**src/rtl/vdma_pkg.sv**
```systemverilog
// Shared types for the video memory DMA engine.
// Assumes: the operation field is two bits and the target select is two bits.
package vdma_pkg;

    typedef enum logic [1:0] {
        OP_XFER = 2'd0,
        OP_FILL = 2'd2,
        OP_COPY = 2'd3
    } op_t;

    typedef enum logic [1:0] {
        TGT_VRAM  = 2'd0,
        TGT_CRAM  = 2'd1,
        TGT_VSRAM = 2'd2
    } tgt_t;

    typedef enum logic [3:0] {
        S_IDLE,
        S_FILLWAIT,
        S_BUSREQ,
        S_READ,
        S_WRHI,
        S_WRLO,
        S_CPRD,
        S_CPWR,
        S_FILL,
        S_DONE
    } state_t;

    // Map the two operation bits; a clear top bit always means transfer.
    function automatic op_t decode_op(input logic [1:0] bits);
        if (!bits[1]) return OP_XFER;
        return bits[0] ? OP_COPY : OP_FILL;
    endfunction

endpackage

```
**src/rtl/vdma_counter.sv**
```systemverilog
// Remaining-step counter.
// Assumes: load and dec never coincide; dec is only raised while the count is nonzero.
module vdma_counter #(
    parameter int LEN_W = 16
) (
    input  logic             clk,
    input  logic             rst_n,
    input  logic             load,
    input  logic [LEN_W-1:0] len,
    input  logic             dec,
    output logic             last
);
    logic [LEN_W-1:0] cnt_q;

    // Hold the number of steps still to perform.
    always_ff @(posedge clk) begin
        if (!rst_n)    cnt_q <= '0;
        else if (load) cnt_q <= len;
        else if (dec)  cnt_q <= cnt_q - 1'b1;
    end

    // The current step is the final one.
    always_comb last = (cnt_q == {{(LEN_W-1){1'b0}}, 1'b1});
endmodule

```
**src/rtl/vdma_addr_gen.sv**
```systemverilog
// Source and destination address registers with per-target wrap.
// Assumes: CRAM_AW and VSRAM_AW do not exceed VRAM_AW, and VRAM_AW exceeds 8.
module vdma_addr_gen
    import vdma_pkg::*;
#(
    parameter int VRAM_AW  = 16,
    parameter int CRAM_AW  = 7,
    parameter int VSRAM_AW = 7,
    parameter int SRC_W    = 24
) (
    input  logic               clk,
    input  logic               rst_n,
    input  logic               load,
    input  logic [SRC_W-1:0]   src_init,
    input  logic [VRAM_AW-1:0] dest_init,
    input  logic [7:0]         step_init,
    input  tgt_t               tgt_init,
    input  logic               step,
    input  logic               src_by2,
    output logic [SRC_W-1:0]   src,
    output logic [VRAM_AW-1:0] dest,
    output logic [VRAM_AW-1:0] dest_p1,
    output tgt_t               tgt
);
    localparam int PAD = VRAM_AW - 8;

    logic [VRAM_AW-1:0] step_q;

    // Keep an address within the selected memory.
    function automatic logic [VRAM_AW-1:0] wrap(input logic [VRAM_AW-1:0] a, input tgt_t t);
        logic [VRAM_AW-1:0] m;
        case (t)
            TGT_CRAM:  m = VRAM_AW'((1 << CRAM_AW) - 1);
            TGT_VSRAM: m = VRAM_AW'((1 << VSRAM_AW) - 1);
            default:   m = '1;
        endcase
        return a & m;
    endfunction

    // Load the start state, then advance both addresses on each write step.
    always_ff @(posedge clk) begin
        if (!rst_n) begin
            src    <= '0;
            dest   <= '0;
            step_q <= '0;
            tgt    <= TGT_VRAM;
        end else if (load) begin
            src    <= src_init;
            dest   <= wrap(dest_init, tgt_init);
            step_q <= {{PAD{1'b0}}, step_init};
            tgt    <= tgt_init;
        end else if (step) begin
            src  <= src + (src_by2 ? SRC_W'(2) : SRC_W'(1));
            dest <= wrap(dest + step_q, tgt);
        end
    end

    // Address of the second byte of a word.
    always_comb dest_p1 = wrap(dest + 1'b1, tgt);
endmodule

```
**src/rtl/vdma_fsm.sv**
```systemverilog
// Sequencer for transfer, copy and fill operations.
// Assumes: rd_valid arrives only while a read is pending; fill_wr is a one-cycle strobe.
module vdma_fsm
    import vdma_pkg::*;
(
    input  logic   clk,
    input  logic   rst_n,
    input  logic   start,
    input  op_t    op_in,
    input  logic   len_zero,
    input  logic   last,
    input  logic   bus_ack,
    input  logic   rd_valid,
    input  logic   fill_wr,
    output state_t st,
    output op_t    op
);
    state_t nxt;

    // Choose the next state.
    always_comb begin
        nxt = st;
        case (st)
            S_IDLE: if (start) begin
                if (len_zero)            nxt = S_DONE;
                else if (op_in == OP_XFER) nxt = S_BUSREQ;
                else if (op_in == OP_FILL) nxt = S_FILLWAIT;
                else                     nxt = S_CPRD;
            end
            S_FILLWAIT: if (fill_wr)  nxt = S_FILL;
            S_BUSREQ:   if (bus_ack)  nxt = S_READ;
            S_READ:     if (rd_valid) nxt = S_WRHI;
            S_WRHI:     nxt = S_WRLO;
            S_WRLO:     nxt = last ? S_DONE : S_READ;
            S_CPRD:     nxt = S_CPWR;
            S_CPWR:     nxt = last ? S_DONE : S_CPRD;
            S_FILL:     nxt = last ? S_DONE : S_FILL;
            S_DONE:     nxt = S_IDLE;
            default:    nxt = S_IDLE;
        endcase
    end

    // Register the state and capture the operation on an accepted start.
    always_ff @(posedge clk) begin
        if (!rst_n) begin
            st <= S_IDLE;
            op <= OP_XFER;
        end else begin
            st <= nxt;
            if (st == S_IDLE && start) op <= op_in;
        end
    end
endmodule

```
**src/rtl/vram_dma_engine.sv**
```systemverilog
// Top of the video memory DMA engine: unpacks the configuration, sequences
// the operation and drives the bus, read and byte-write ports.
// Assumes: configuration inputs are stable in the start cycle.
module vram_dma_engine
    import vdma_pkg::*;
#(
    parameter int VRAM_AW  = 16,
    parameter int CRAM_AW  = 7,
    parameter int VSRAM_AW = 7
) (
    input  logic               clk,
    input  logic               rst_n,
    input  logic               start,
    input  logic [7:0]         cfg_len_lo,
    input  logic [7:0]         cfg_len_hi,
    input  logic [7:0]         cfg_src_lo,
    input  logic [7:0]         cfg_src_mid,
    input  logic [7:0]         cfg_src_hi,
    input  logic [7:0]         cfg_step,
    input  logic [VRAM_AW-1:0] cfg_dest,
    input  logic [1:0]         cfg_target,
    input  logic               fill_wr,
    input  logic [15:0]        fill_data,
    output logic               bus_req,
    input  logic               bus_ack,
    output logic               rd_req,
    output logic [23:0]        rd_addr,
    input  logic               rd_valid,
    input  logic [15:0]        rd_data,
    output logic               vram_re,
    output logic [VRAM_AW-1:0] vram_raddr,
    input  logic [7:0]         vram_rdata,
    output logic               mem_we,
    output logic [1:0]         mem_sel,
    output logic [VRAM_AW-1:0] mem_addr,
    output logic [7:0]         mem_wdata,
    output logic               busy,
    output logic               done
);
    localparam int LEN_W = 16;
    localparam int SRC_W = 24;

    state_t             st;
    op_t                op, op_in;
    logic [LEN_W-1:0]   len;
    logic [SRC_W-1:0]   src_init, src;
    logic [VRAM_AW-1:0] dest, dest_p1;
    tgt_t               tgt, tgt_in;
    logic               accept, step, last;
    logic [15:0]        word_q;
    logic [7:0]         fill_q;

    // Unpack the configuration registers.
    always_comb begin
        op_in    = decode_op(cfg_src_hi[7:6]);
        len      = {cfg_len_hi, cfg_len_lo};
        src_init = {cfg_src_hi[6:0], cfg_src_mid, cfg_src_lo, 1'b0};
        tgt_in   = (op_in == OP_XFER) ? tgt_t'(cfg_target) : TGT_VRAM;
        accept   = start && (st == S_IDLE);
        step     = (st == S_WRLO) || (st == S_CPWR) || (st == S_FILL);
    end

    vdma_fsm u_fsm (
        .clk      (clk),
        .rst_n    (rst_n),
        .start    (start),
        .op_in    (op_in),
        .len_zero (len == '0),
        .last     (last),
        .bus_ack  (bus_ack),
        .rd_valid (rd_valid),
        .fill_wr  (fill_wr),
        .st       (st),
        .op       (op)
    );

    vdma_counter #(.LEN_W(LEN_W)) u_cnt (
        .clk   (clk),
        .rst_n (rst_n),
        .load  (accept),
        .len   (len),
        .dec   (step),
        .last  (last)
    );

    vdma_addr_gen #(
        .VRAM_AW  (VRAM_AW),
        .CRAM_AW  (CRAM_AW),
        .VSRAM_AW (VSRAM_AW),
        .SRC_W    (SRC_W)
    ) u_addr (
        .clk       (clk),
        .rst_n     (rst_n),
        .load      (accept),
        .src_init  (src_init),
        .dest_init (cfg_dest),
        .step_init (cfg_step),
        .tgt_init  (tgt_in),
        .step      (step),
        .src_by2   (op == OP_XFER),
        .src       (src),
        .dest      (dest),
        .dest_p1   (dest_p1),
        .tgt       (tgt)
    );

    // Capture the fetched word and the fill byte.
    always_ff @(posedge clk) begin
        if (!rst_n) begin
            word_q <= '0;
            fill_q <= '0;
        end else begin
            if (st == S_READ && rd_valid)     word_q <= rd_data;
            if (st == S_FILLWAIT && fill_wr)  fill_q <= fill_data[15:8];
        end
    end

    // Drive the bus, read and write ports from the state.
    always_comb begin
        bus_req    = (st == S_BUSREQ) || (st == S_READ) || (st == S_WRHI) || (st == S_WRLO);
        rd_req     = (st == S_READ);
        rd_addr    = src;
        vram_re    = (st == S_CPRD);
        vram_raddr = src[VRAM_AW-1:0];
        mem_we     = (st == S_WRHI) || (st == S_WRLO) || (st == S_CPWR) || (st == S_FILL);
        mem_sel    = tgt;
        mem_addr   = (st == S_WRLO) ? dest_p1 : dest;
        case (st)
            S_WRHI:  mem_wdata = word_q[15:8];
            S_WRLO:  mem_wdata = word_q[7:0];
            S_CPWR:  mem_wdata = vram_rdata;
            default: mem_wdata = fill_q;
        endcase
        busy = (st != S_IDLE);
        done = (st == S_DONE);
    end
endmodule

```
**config.mk**
```make
export PLATFORM = sky130hd
export DESIGN_NAME = vram_dma_engine
export DESIGN_NICKNAME = d
export VERILOG_FILES = /design/src/rtl/vdma_pkg.sv /design/src/rtl/vdma_counter.sv /design/src/rtl/vdma_addr_gen.sv /design/src/rtl/vdma_fsm.sv /design/src/rtl/vram_dma_engine.sv
export SDC_FILE = /design/constraint.sdc
export NUM_CORES = 1
export LEC_CHECK = 0
export BUFFER_PORTS_ARGS = -buffer_cell sky130_fd_sc_hd__buf_4
export CORE_UTILIZATION = 53
export CTS_BUF_LIST = sky130_fd_sc_hd__clkbuf_4
export CTS_CLUSTER_DIAMETER = 50
export CTS_CLUSTER_SIZE = 24
export DETAILED_ROUTE_END_ITERATION = 10
export MAX_ROUTING_LAYER = met4
export PLACE_DENSITY = 0.95
export SYNTH_ARGS = -nofsm -noshare
export SYNTH_HDL_FRONTEND = slang
export SYNTH_SLANG_ARGS = --single-unit
```
**constraint.sdc**
```tcl
create_clock -name clk -period 3 [get_ports clk]
set_input_delay 0.9 -clock clk [delete_from_list [all_inputs] [get_ports clk]]
set_output_delay 0.9 -clock clk [all_outputs]
set_load 0.01 [all_outputs]
```
Word level (Yosys, flattened, before mapping)

Cells that the tools add are included.

Add/sub/neg operators: 4
$mul: 0
Divide/modulo/power cells: 0
Magnitude comparators: 0
Equal/unequal tests: 19
Shifts and indexed selects: 0
Multiplexer cells: 30
Bitwise logic cells: 4
Reduce and logical (&&, ||, !) cells: 21

Operator list:

| cell                  | count |
|---|---|
| $mux 16               | 12 |
| $and 16x16->16        | 3 |
| $mux 24               | 2 |
| $pmux 4 s9            | 1 |
| $mux 4                | 8 |
| $add 24x24->24        | 1 |
| $pmux 8 s3            | 1 |
| $add 16x1->16 const B | 1 |
| $add 16x8->16         | 1 |
| $eq 16x1->1 const B   | 1 |
| $eq 4x3->1 const B    | 4 |
| $logic_not 16->1      | 1 |
| $sub 16x1->16 const B | 1 |
| $eq 4x2->1 const B    | 2 |
| $eq 4x4->1 const B    | 2 |
| $logic_or 1x1->1      | 8 |
| $eq 2x2->1 const B    | 3 |
| $mux 2                | 3 |
| $ne 2x2->1 const B    | 3 |
| $reduce_or 2->1       | 3 |
| $eq 2x1->1 const B    | 2 |
| $eq 4x1->1 const B    | 1 |
| $logic_not 2->1       | 2 |
| $logic_not 4->1       | 1 |
| other kinds (8)       | 11 |

Bits in registers: 96
Latch bits: 0
Memory bits (writable): 0
Memory bits (read-only): 0
Input port bits: 112
Output and inout bits: 72
Logic and storage cells: 88
Memories kept: 0

Depth between registers and ports, before layout

Gate-level depths: netlist (run 1).

Depth in word-level cells: 11
Gate-level depth with buffers: 9
Gate-level depth less buffers: 9

Cells and area by module

Synthesis (run 1) repeated with hierarchy kept, for this count alone.

Cell total of the unflattened synthesis: 728
Area total of the unflattened synthesis: 6120.9 sq um

By module, submodules not included:

| module          | times used | cells an instance | area each (sq um) | seq. area each (sq um) |
|---|---|---|---|---|
| vdma_addr_gen   | 1          | 382               | 3169.3            | 1001.0 |
| vram_dma_engine | 1          | 199               | 1704.1            | 480.5 |
| vdma_counter    | 1          | 98                | 849.6             | 320.3 |
| vdma_fsm        | 1          | 49                | 397.9             | 120.1 |

Worst setup path after synthesis (run 1)

No wires, ideal clock.

Kind: flip-flop to output port
From: register u_fsm.st[2]
To: output port mem_addr[14]
Arrival: 1.788 ns
Data required time: 2.100 ns
Slack: 0.312 ns
Stages on the path, launching flop included: 7
Path buffers: 1
Path through: dfxtp_1 buf_4 and4bb_2 and4_1 nand2_1 or3_1 a21oi_1

Word-level cells in the longest chain between the ends: 2

Ends and longest elaborated chain:

| element                  | line                   | RTL |
|---|---|---|
| start: declaration       | vdma_fsm.sv:15         | `output state_t st,` |
| start signal: assignment | vdma_fsm.sv:49         | `st <= nxt;` |
| $eq 4x3->1               | vram_dma_engine.sv:127 | `mem_addr = (st == S_WRLO) ? dest_p1 : dest;` |
| $mux 16                  | vram_dma_engine.sv:127 |  |
| end: declaration         | vram_dma_engine.sv:35  | `output logic [VRAM_AW-1:0] mem_addr,` |

Every way passes these cells.

Worst setup path in the final report (run 1)

From: register u_fsm.st[1]
To: output port mem_addr[14]

The elaborated chain is that of the path after synthesis.

==> impl_metrics.tcl, run 1 <==
set metrics [dict create \
    status "complete, no violations" \
    cap_violations 0 \
    clk_path_buf_depth 2 \
    yosys-top-cells-area "dfxtp_1 (34%), a21oi_1 (8.2%), nand2_1 (7.0%)" \
    setup_violations 0 \
    worst_pin_slew_ns 0.6129 \
    crit_path_end_kind "output port" \
    required_ns 2.10 \
    synth_top_cell_by_area "dfxtp_1" \
    ys.flop_type "dfxtp_1" \
    async_reset_ff_share_pct 0 \
    min_path_type "flop to flop" \
    start_util_pct 55.07 \
    synth_seq_area_share_pct 33.65 \
    dr.pass1.iters 5 \
    synthesis.nets 872 \
    cellPowerDensity_mw_per_mm2 735.8 \
    grt_use_total_pct 30.15 \
    cp_slowest_stage_delay_ns 0.35 \
    grt_start_max_net_pins 39 \
    gr-total-overflow 0 \
    yosys.cell_count.top_type "nand2_1" \
    yosys_warnings 0 \
    slowest_stage "dfxtp_2" \
    clkTransAtPathRegs_ns 0.17 \
    maxSlewViolCount 0 \
    cts_buffers 9 \
    grt_pass1_vias 5625 \
    pin_count 184 \
    root_buffer "clkbuf_4" \
    path_max_fanout 4 \
    grt_pass1_wl_mm 26.52 \
    die_x_um 105.8 \
    finalNetCount 1028 \
    ir_worst_vdd_mv 0.3941 \
    rsz0062_at_grt "true" \
    start_kind "flop" \
    crit_chain "and4bb_4 -> and4_4 -> nand2_4 -> or3_4 -> a21oi_2 -> buf_4" \
    hpwlAfterDp_mm 12.18 \
    hold_buffers 0 \
    gp_congestion 0.9193 \
    coreArea_mm2 0.01037 \
    vias 6262 \
    synth-seq-cells 96 \
    final_util_pct 70.51 \
    post-place-ws_ns 0.3338 \
    port_buffers 175 \
    reg2reg_slack_ns 0.38 \
    areaGrowthSynthToFinish_pct 28.05 \
    initialDrtViolationCount 566 \
    die_h_um 105.8 \
    grt_antenna_before_repair 1 \
    drc 0 \
    dieArea_mm2 0.01119 \
    wire_per_inst_um 16.31 \
    fin_worst_skew_ns 0.02233 \
    ctsHtreeMaxLevel 3 \
    fin_crit_ns 2.960 \
    cellLeakagePower_nw 3.079 \
    ys_types 64 \
    cp.arrival_ns 2.06 \
    synth_enable_flop_cells 0 \
    cts_tree "yes" \
    postRouteWirelength_mm 17.02 \
    netlist_instances 745 \
    slew_headroom_pct 59.14 \
    clk-insertion-delay-late_ns 0.45 \
    ant_nets 0 \
    setup.worst_path.class "flop to output port" \
    hold_viol_final 0 \
    via_per_inst 6.004 \
    fin_crit_sh_pct 98.66 \
    rows 37 \
    fmax_mhz 337.9 \
    drive_above_1_share_pct 28.92 \
    timing.final.ws_setup_ns 0.04017 \
    numClockSinks 96 \
    synthTopCellsByCount "nand2_1 (106), dfxtp_1 (96), a21oi_1 (93)" \
    synth_area_mm2 0.005710 \
    yosysTopAreaCellShare_pct 33.65 \
    avgSynthCellArea_um2 7.665 \
]
[cells by family (layout without fill, tap and decap cells)]
| logic type | Yosys count | after routing | synth area share (%) |
|---|---|---|---|
| multiplexers | 23 | 23 | 4.229 |
| XOR/XNOR | 29 | 29 | 4.448 |
| AO/OA/AOI/OAI | 203 | 204 | 21.67 |
| AND/OR/NAND/NOR | 311 | 311 | 26.56 |
| buffers and inverters | 68 | 228 | 5.894 |
| flip-flops | 96 | 96 | 33.65 |
| other | 0 | 1 | 0 |
| adder cells (fa/ha/maj) | 15 | 15 | 3.550 |
[flip-flops by register name (all words and copies together) (netlist names)]
| signal | cells |
|---|---|
| u_cnt.cnt_q | 16 |
| fill_q | 8 |
| word_q | 16 |
| u_addr.step_q | 8 |
| u_addr.src | 24 |
| u_addr.dest | 16 |
| u_fsm.st | 4 |
| u_fsm.op | 2 |
| u_addr.tgt | 2 |
[worst max-delay path: cells and delay by family (launching register included)]
family / cells / cell delay (ns)
flops: 1 / 0.35
compound gates: 1 / 0.11
buf+inv: 1 / 0.12
simple gates: 4 / 1.02
[metrics by stage]
step,power (mW),instances,hold WS [ns],setup TNS (ns),instance area (µm²)
global route,5.737,1043,0.4905,-0.04319,7312
CTS,5.289,1036,0.4700,-0.03191,7219
global placement,4.486,1019,0.4373,0,7059
detailed placement,4.564,1019,0.4514,0,7059
finish,5.380,1043,0.4684,0,7312
floorplan,3.620,745,0.4311,0,5710
[cell usage in the layout (no fill, tap or decap), types with 17 or more instances in the layout]
master    netlist  routed
buf_4          17     201
a21oi_1        93      91
o21ai_0        23      23
nand3_1        28      27
nor2_1         80      79
nand2_1       106     104
xnor2_1        21      21
dfxtp_1        96      90
o211ai_1       17      17
nor3_1         18      18
[cell type report]
cell class,count,area (µm²)
flip-flops and latches,96,1929
multi-input cells,582,3517
fillers,815,3058
well taps,136,170.2
clock inverters,7,71.32
clock buffers,9,67.56
repair buffers,201,1509
diodes,1,2.502
inverters,11,45.04
[layer usage]
metal  track usage (%)  wire [µm]  up-vias
met5                 -          0        -
met4             13.49        595        0
met3             6.122       1356       54
met2             48.69       8279      345
met1             36.28       6785     2878
li1                  -          -     2985
[repair_timing]
action	4_1_cts	5_1_grt
endpoints found under the setup margin	12	14
setup buffers	1	5
resized for setup	6	15
pin swaps	2	4
cloned	0	1
[worst paths after layout]
| kind | from | end | cells after the start |
|---|---|---|---|
| max | u_fsm.st[1] | mem_addr[14] | 6 |
| min | word_q[4] | word_q[4] | 2 |
| max reg2reg | u_fsm.st[2] | u_cnt.cnt_q[9] | 7 |
| min reg2reg | word_q[4] | word_q[4] | 2 |
[report_power, final]
group / switching [mW] / internal (mW)
registers: 0.311 / 1.55
logic: 1.58 / 1.22
clock network: 0.464 / 0.255
total: 2.35 / 3.03
(Power assumes the default switching activity.)
==> inputs of run 2 (changes only) <==
--- a/config.mk
+++ b/config.mk
@@ -6,13 +6,12 @@
 export NUM_CORES = 1
 export LEC_CHECK = 0
 export BUFFER_PORTS_ARGS = -buffer_cell sky130_fd_sc_hd__buf_4
-export CORE_UTILIZATION = 53
+export CORE_UTILIZATION = 57
 export CTS_BUF_LIST = sky130_fd_sc_hd__clkbuf_4
 export CTS_CLUSTER_DIAMETER = 50
 export CTS_CLUSTER_SIZE = 24
 export DETAILED_ROUTE_END_ITERATION = 10
-export MAX_ROUTING_LAYER = met4
-export PLACE_DENSITY = 0.95
+export PLACE_DENSITY = 0.88
 export SYNTH_ARGS = -nofsm -noshare
 export SYNTH_HDL_FRONTEND = slang
 export SYNTH_SLANG_ARGS = --single-unit
==> constraint.sdc (replaced) <==
create_clock -name clk -period 3.8 [get_ports clk]
set_input_delay 1.14 -clock clk [delete_from_list [all_inputs] [get_ports clk]]
set_output_delay 1.14 -clock clk [all_outputs]
set_load 0.01 [all_outputs]
==> impl_metrics.tcl, run 2 (same netlist as run 1, synthesis figures left out) <==
set metrics [dict create \
    timing.critical_path.from "u_fsm.st[3]" \
    holdWs_ns 0.4624 \
    initialDrtViolationCount 372 \
    hold_viol_final 0 \
    cp.arrival_ns 2.42 \
    cts_tree "yes" \
    start_kind "flop" \
    vias 6111 \
    coreArea_mm2 0.009729 \
    clkTransAtPathRegs_ns 0.15 \
    r2r-end "u_cnt.cnt_q[9]" \
    required_ns 2.66 \
    clk_path_buf_depth 2 \
    multi_input_area_mm2 0.003466 \
    areaGrowthSynthToFinish_pct 25.24 \
    rows 36 \
    ant_nets 0 \
    grt_pass1_vias 5765 \
    hpwlAfterDp_mm 11.58 \
    timing.rr.start "u_fsm.st[1]" \
    clk-insertion-delay-late_ns 0.46 \
    hold_buffers 0 \
    fin_crit_ns 3.560 \
    root_buffer "clkbuf_4" \
    grt_use_total_pct 31.37 \
    seq_area_mm2 0.001923 \
    largest_register_ffs 24 \
    ctsHtreeMaxLevel 3 \
    setup_violations 0 \
    diodes 0 \
    reg2reg_slack_ns 1.13 \
    maxSlewViolCount 0 \
    crit_path_end_kind "output port" \
    setup.worst_path.class "flop to output port" \
    largest_register "u_addr.src" \
    port_buffers 175 \
    rr_worst_depth 6 \
    postRouteWirelength_mm 16.31 \
    cellLeakagePower_nw 2.990 \
    worst_pin_slew_ns 0.7486 \
    rsz0062_at_grt "false" \
    min_path_type "flop to flop" \
    fmax_mhz 280.9 \
    status "complete, no violations" \
    path_max_fanout 14 \
    cap_violations 0 \
    via_per_inst 5.974 \
    wire_per_inst_um 15.94 \
    numClockSinks 96 \
    drive_above_1_share_pct 26.07 \
    fin_worst_skew_ns 0.01993 \
    grt_antenna_before_repair 0 \
    gp_congestion 0.8932 \
    die_h_um 102.1 \
    die_x_um 102.1 \
    start_util_pct 58.69 \
    layout_common_cells "buf_4 (186), nand2_1 (106), dfxtp_1 (95), a21oi_1 (92), nor2_1 (80)" \
    grt_start_max_net_pins 68 \
    cts_buffers 9 \
    dieArea_mm2 0.01042 \
    fillers 776 \
    ir_worst_vdd_mv 0.3097 \
    endpoint "mem_addr[14]" \
    pin_count 184 \
    finalNetCount 1012 \
    grt_pass1_wl_mm 25.94 \
    slew_headroom_pct 50.09 \
    cellPowerDensity_mw_per_mm2 587.1 \
    gr-total-overflow 0 \
    dr.pass1.iters 6 \
    drc 0 \
    fin_tns_setup_ns 0 \
    final_common_cell "buf_4" \
    fin_crit_sh_pct 93.68 \
]
-- run 2: worst min-delay path by stage --
| stage | start | end | slack, ns | cells after the start |
|---|---|---|---|---|
| after floorplan | u_fsm.op[0] | u_fsm.op[0] | 0.43 | 2 |
| after global placement | u_fsm.op[0] | u_fsm.op[0] | 0.44 | 2 |
| after detailed placement | u_fsm.op[0] | u_fsm.op[0] | 0.45 | 2 |
| after CTS | word_q[5] | word_q[5] | 0.46 | 2 |
| after global routing | word_q[5] | word_q[5] | 0.48 | 2 |
| final | word_q[5] | word_q[5] | 0.46 | 2 |
-- run 2: metal layers --
metal	track usage (%)	up-vias	routed length, µm
met1	37.08	2832	6543
met5	0	-	0
met4	15.49	0	442
met3	6.361	44	1267
met2	54.16	284	8053
li1	-	2951	-
-- run 2: repair_timing --
action                                  4_1_cts  5_1_grt
endpoints found under the setup margin        0        1
setup buffers                                 0        0
resized for setup                             0        2
-- run 2: critical path: stages, from the launching register on --
cell	delay [ns]
dfxtp_2	0.42
and4bb_4	0.38
and4_1	0.31
nand2_1	0.15
or3_1	0.38
a21oi_1	0.19
buf_4	0.15
-- run 2: through the flow --
step	cells	instance area, µm²	total power [mW]	worst slack (ns)	util (%)
6_report	1023	7152	4.199	0.2401	73.51
5_1_grt	1023	7152	4.478	0.1142	73.51
4_1_cts	1023	7147	4.173	0.1247	73.46
3_5_place_dp	1007	6988	3.552	0.6525	71.82
3_3_place_gp	1007	6988	3.473	0.7275	71.82
2_1_floorplan	745	5710	2.858	0.8720	-
-- run 2: area by class of cell --
type	count	area share [%]
Tap cell	133	2.327
Clock inverter	6	1.172
Inverter	11	0.5773
Sequential cell	96	26.89
Clock buffer	10	1.050
Timing Repair Buffer	186	19.52
Multi-Input combinational cell	581	48.46
-- run 2: power by group --
part	total (mW)	switching, mW	internal, mW
clock	0.628	0.357	0.271
sequential	1.48	0.255	1.22
combinational	2.10	1.19	0.902
total	4.20	1.81	2.39
==> inputs of run 3 (changes only) <==
--- a/config.mk
+++ b/config.mk
@@ -6,6 +6,7 @@
 export NUM_CORES = 1
 export LEC_CHECK = 0
 export BUFFER_PORTS_ARGS = -buffer_cell sky130_fd_sc_hd__buf_4
+export CORE_ASPECT_RATIO = 1.1
 export CORE_UTILIZATION = 57
 export CTS_BUF_LIST = sky130_fd_sc_hd__clkbuf_4
 export CTS_CLUSTER_DIAMETER = 50
==> constraint.sdc (replaced) <==
create_clock -name clk -period 3.8 [get_ports clk]
set_input_delay 0.57 -clock clk [delete_from_list [all_inputs] [get_ports clk]]
set_output_delay 0.57 -clock clk [all_outputs]
set_load 0.01 [all_outputs]
==> impl_metrics.tcl, run 3 (same netlist as run 1, synthesis figures left out) <==
set metrics [dict create \
    cellLeakagePower_nw 2.979 \
    die_h_um 107.0 \
    cts_resized 0 \
    crit_path_end_kind "output port" \
    drc 0 \
    cellPowerDensity_mw_per_mm2 585.6 \
    layout_common_cells "buf_4 (185), nand2_1 (106), dfxtp_1 (96), a21oi_1 (92), nor2_1 (80)" \
    die_x_um 97.44 \
    hpwlAfterDp_mm 11.88 \
    gp_congestion 0.8831 \
    timing.rr.start "u_fsm.st[2]" \
    gr-total-overflow 0 \
    largest_register_ffs 24 \
    grt_start_max_net_pins 48 \
    timing.critical_path.from "u_fsm.st[0]" \
    hp-start "cfg_dest[8]" \
    path_delay_family "simple AND/OR/NAND/NOR gates" \
    root_buffer "clkbuf_4" \
    fmax_mhz 298.4 \
    clk-insertion-delay-late_ns 0.45 \
    final_common_cell "buf_4" \
    cap_violations 0 \
    grt_use_total_pct 31.11 \
    pin_count 184 \
    fin_crit_ns 3.351 \
    fin_worst_skew_ns 0.02497 \
    largest_register "u_addr.src" \
    clkTransAtPathRegs_ns 0.15 \
    fin_crit_sh_pct 88.18 \
    rsz0062_at_grt "false" \
    cts_buffers 9 \
    setup_violations 0 \
    ant_nets 0 \
    start_kind "flop" \
    status "complete, no violations" \
    start_util_pct 59.88 \
    fin_tns_setup_ns 0 \
    finalNetCount 1011 \
    diodes 0 \
    cp.buffers_inverters 1 \
    via_per_inst 6.070 \
    cp.arrival_ns 2.78 \
    dr.pass1.iters 6 \
    postRouteWirelength_mm 16.31 \
    clk_path_buf_depth 2 \
    rows 37 \
    setup.worst_path.class "flop to output port" \
    wire_per_inst_um 16.23 \
    power_mw 4.160 \
    port_buffers 175 \
    grt_antenna_before_repair 0 \
    cts_tree "yes" \
    coreArea_mm2 0.009537 \
    cp_slowest_stage_delay_ns 0.76 \
    path_max_fanout 18 \
    grt_pass1_wl_mm 26.59 \
    slowest_stage "dfxtp_1" \
    required_ns 3.23 \
    ctsHtreeMaxLevel 3 \
    drive_above_1_share_pct 25.45 \
    vias 6100 \
    ir_worst_vdd_mv 0.3163 \
    initialDrtViolationCount 399 \
    min_path_type "primary input to flop" \
    areaGrowthSynthToFinish_pct 24.39 \
    hold_viol_final 0 \
    cts_setup_buffers 0 \
    hold_buffers 0 \
    dieArea_mm2 0.01042 \
    numClockSinks 96 \
    crit_chain "and4bb_2 -> and4_1 -> nand2_1 -> or3_1 -> a21oi_1 -> buf_4" \
    slew_headroom_pct 42.70 \
    fillers 734 \
    worst_pin_slew_ns 0.8583 \
    grt_pass1_vias 5794 \
    maxSlewViolCount 0 \
]
run 3: changes by cell type in the layout (fill, tap and decap cells not counted), sizes merged:
| cell | delta |
|---|---|
| buf | -1 |
| clkinvlp | -2 |
| clkbuf | -1 |
| clkinv | +2 |
run 3: where the power goes:
part           switching, mW  internal, mW
combinational           1.18         0.895
clock                  0.331         0.256
sequential             0.278          1.22
run 3: metal layers:
metal	GRT usage (%)	up-vias	routed length [µm]
met5	0	-	0
met4	14.60	0	501
met3	7.236	38	1219
met2	53.85	270	7989
met1	36.41	2853	6601
li1	-	2939	-
run 3: worst paths after layout:
path / end / slack (ns) / cells past startpoint
min: u_addr.dest[8] / 0.34 / 3
max: mem_addr[14] / 0.45 / 6
min reg2reg: word_q[4] / 0.47 / 2
max reg2reg: u_addr.src[22] / 1.25 / 8
run 3: layout make-up:
class                      instances  area, µm²  share of cell area [%]
multi-input combinational        581       3462                   48.74
sequential                        96       1922                   27.06
timing repair buffer             185       1389                   19.55
tap                              117      146.4                   2.061
clock inverter                     6      75.07                   1.057
clock buffer                       9      67.56                  0.9512
inverter                          11      41.29                  0.5813
run 3: metrics by stage:
step           instances  setup WS, ns  hold WS [ns]  utilization, %  cell area, µm²
5_1_grt             1005        0.3041        0.3189           74.48            7103
4_1_cts             1005        0.4806        0.3116           74.48            7103
6_report            1005        0.4493        0.3360           74.48            7103
3_3_place_gp         990         1.074        0.4377           72.99            6960
3_5_place_dp         990        0.9994        0.4504           72.99            6960
2_1_floorplan        745         1.442        0.4311               -            5710
run 3: tightest hold or removal path, cell delays in order:
cell,delay [ns]
buf_4,0.08
nand3_1,0.05
nand3_1,0.06
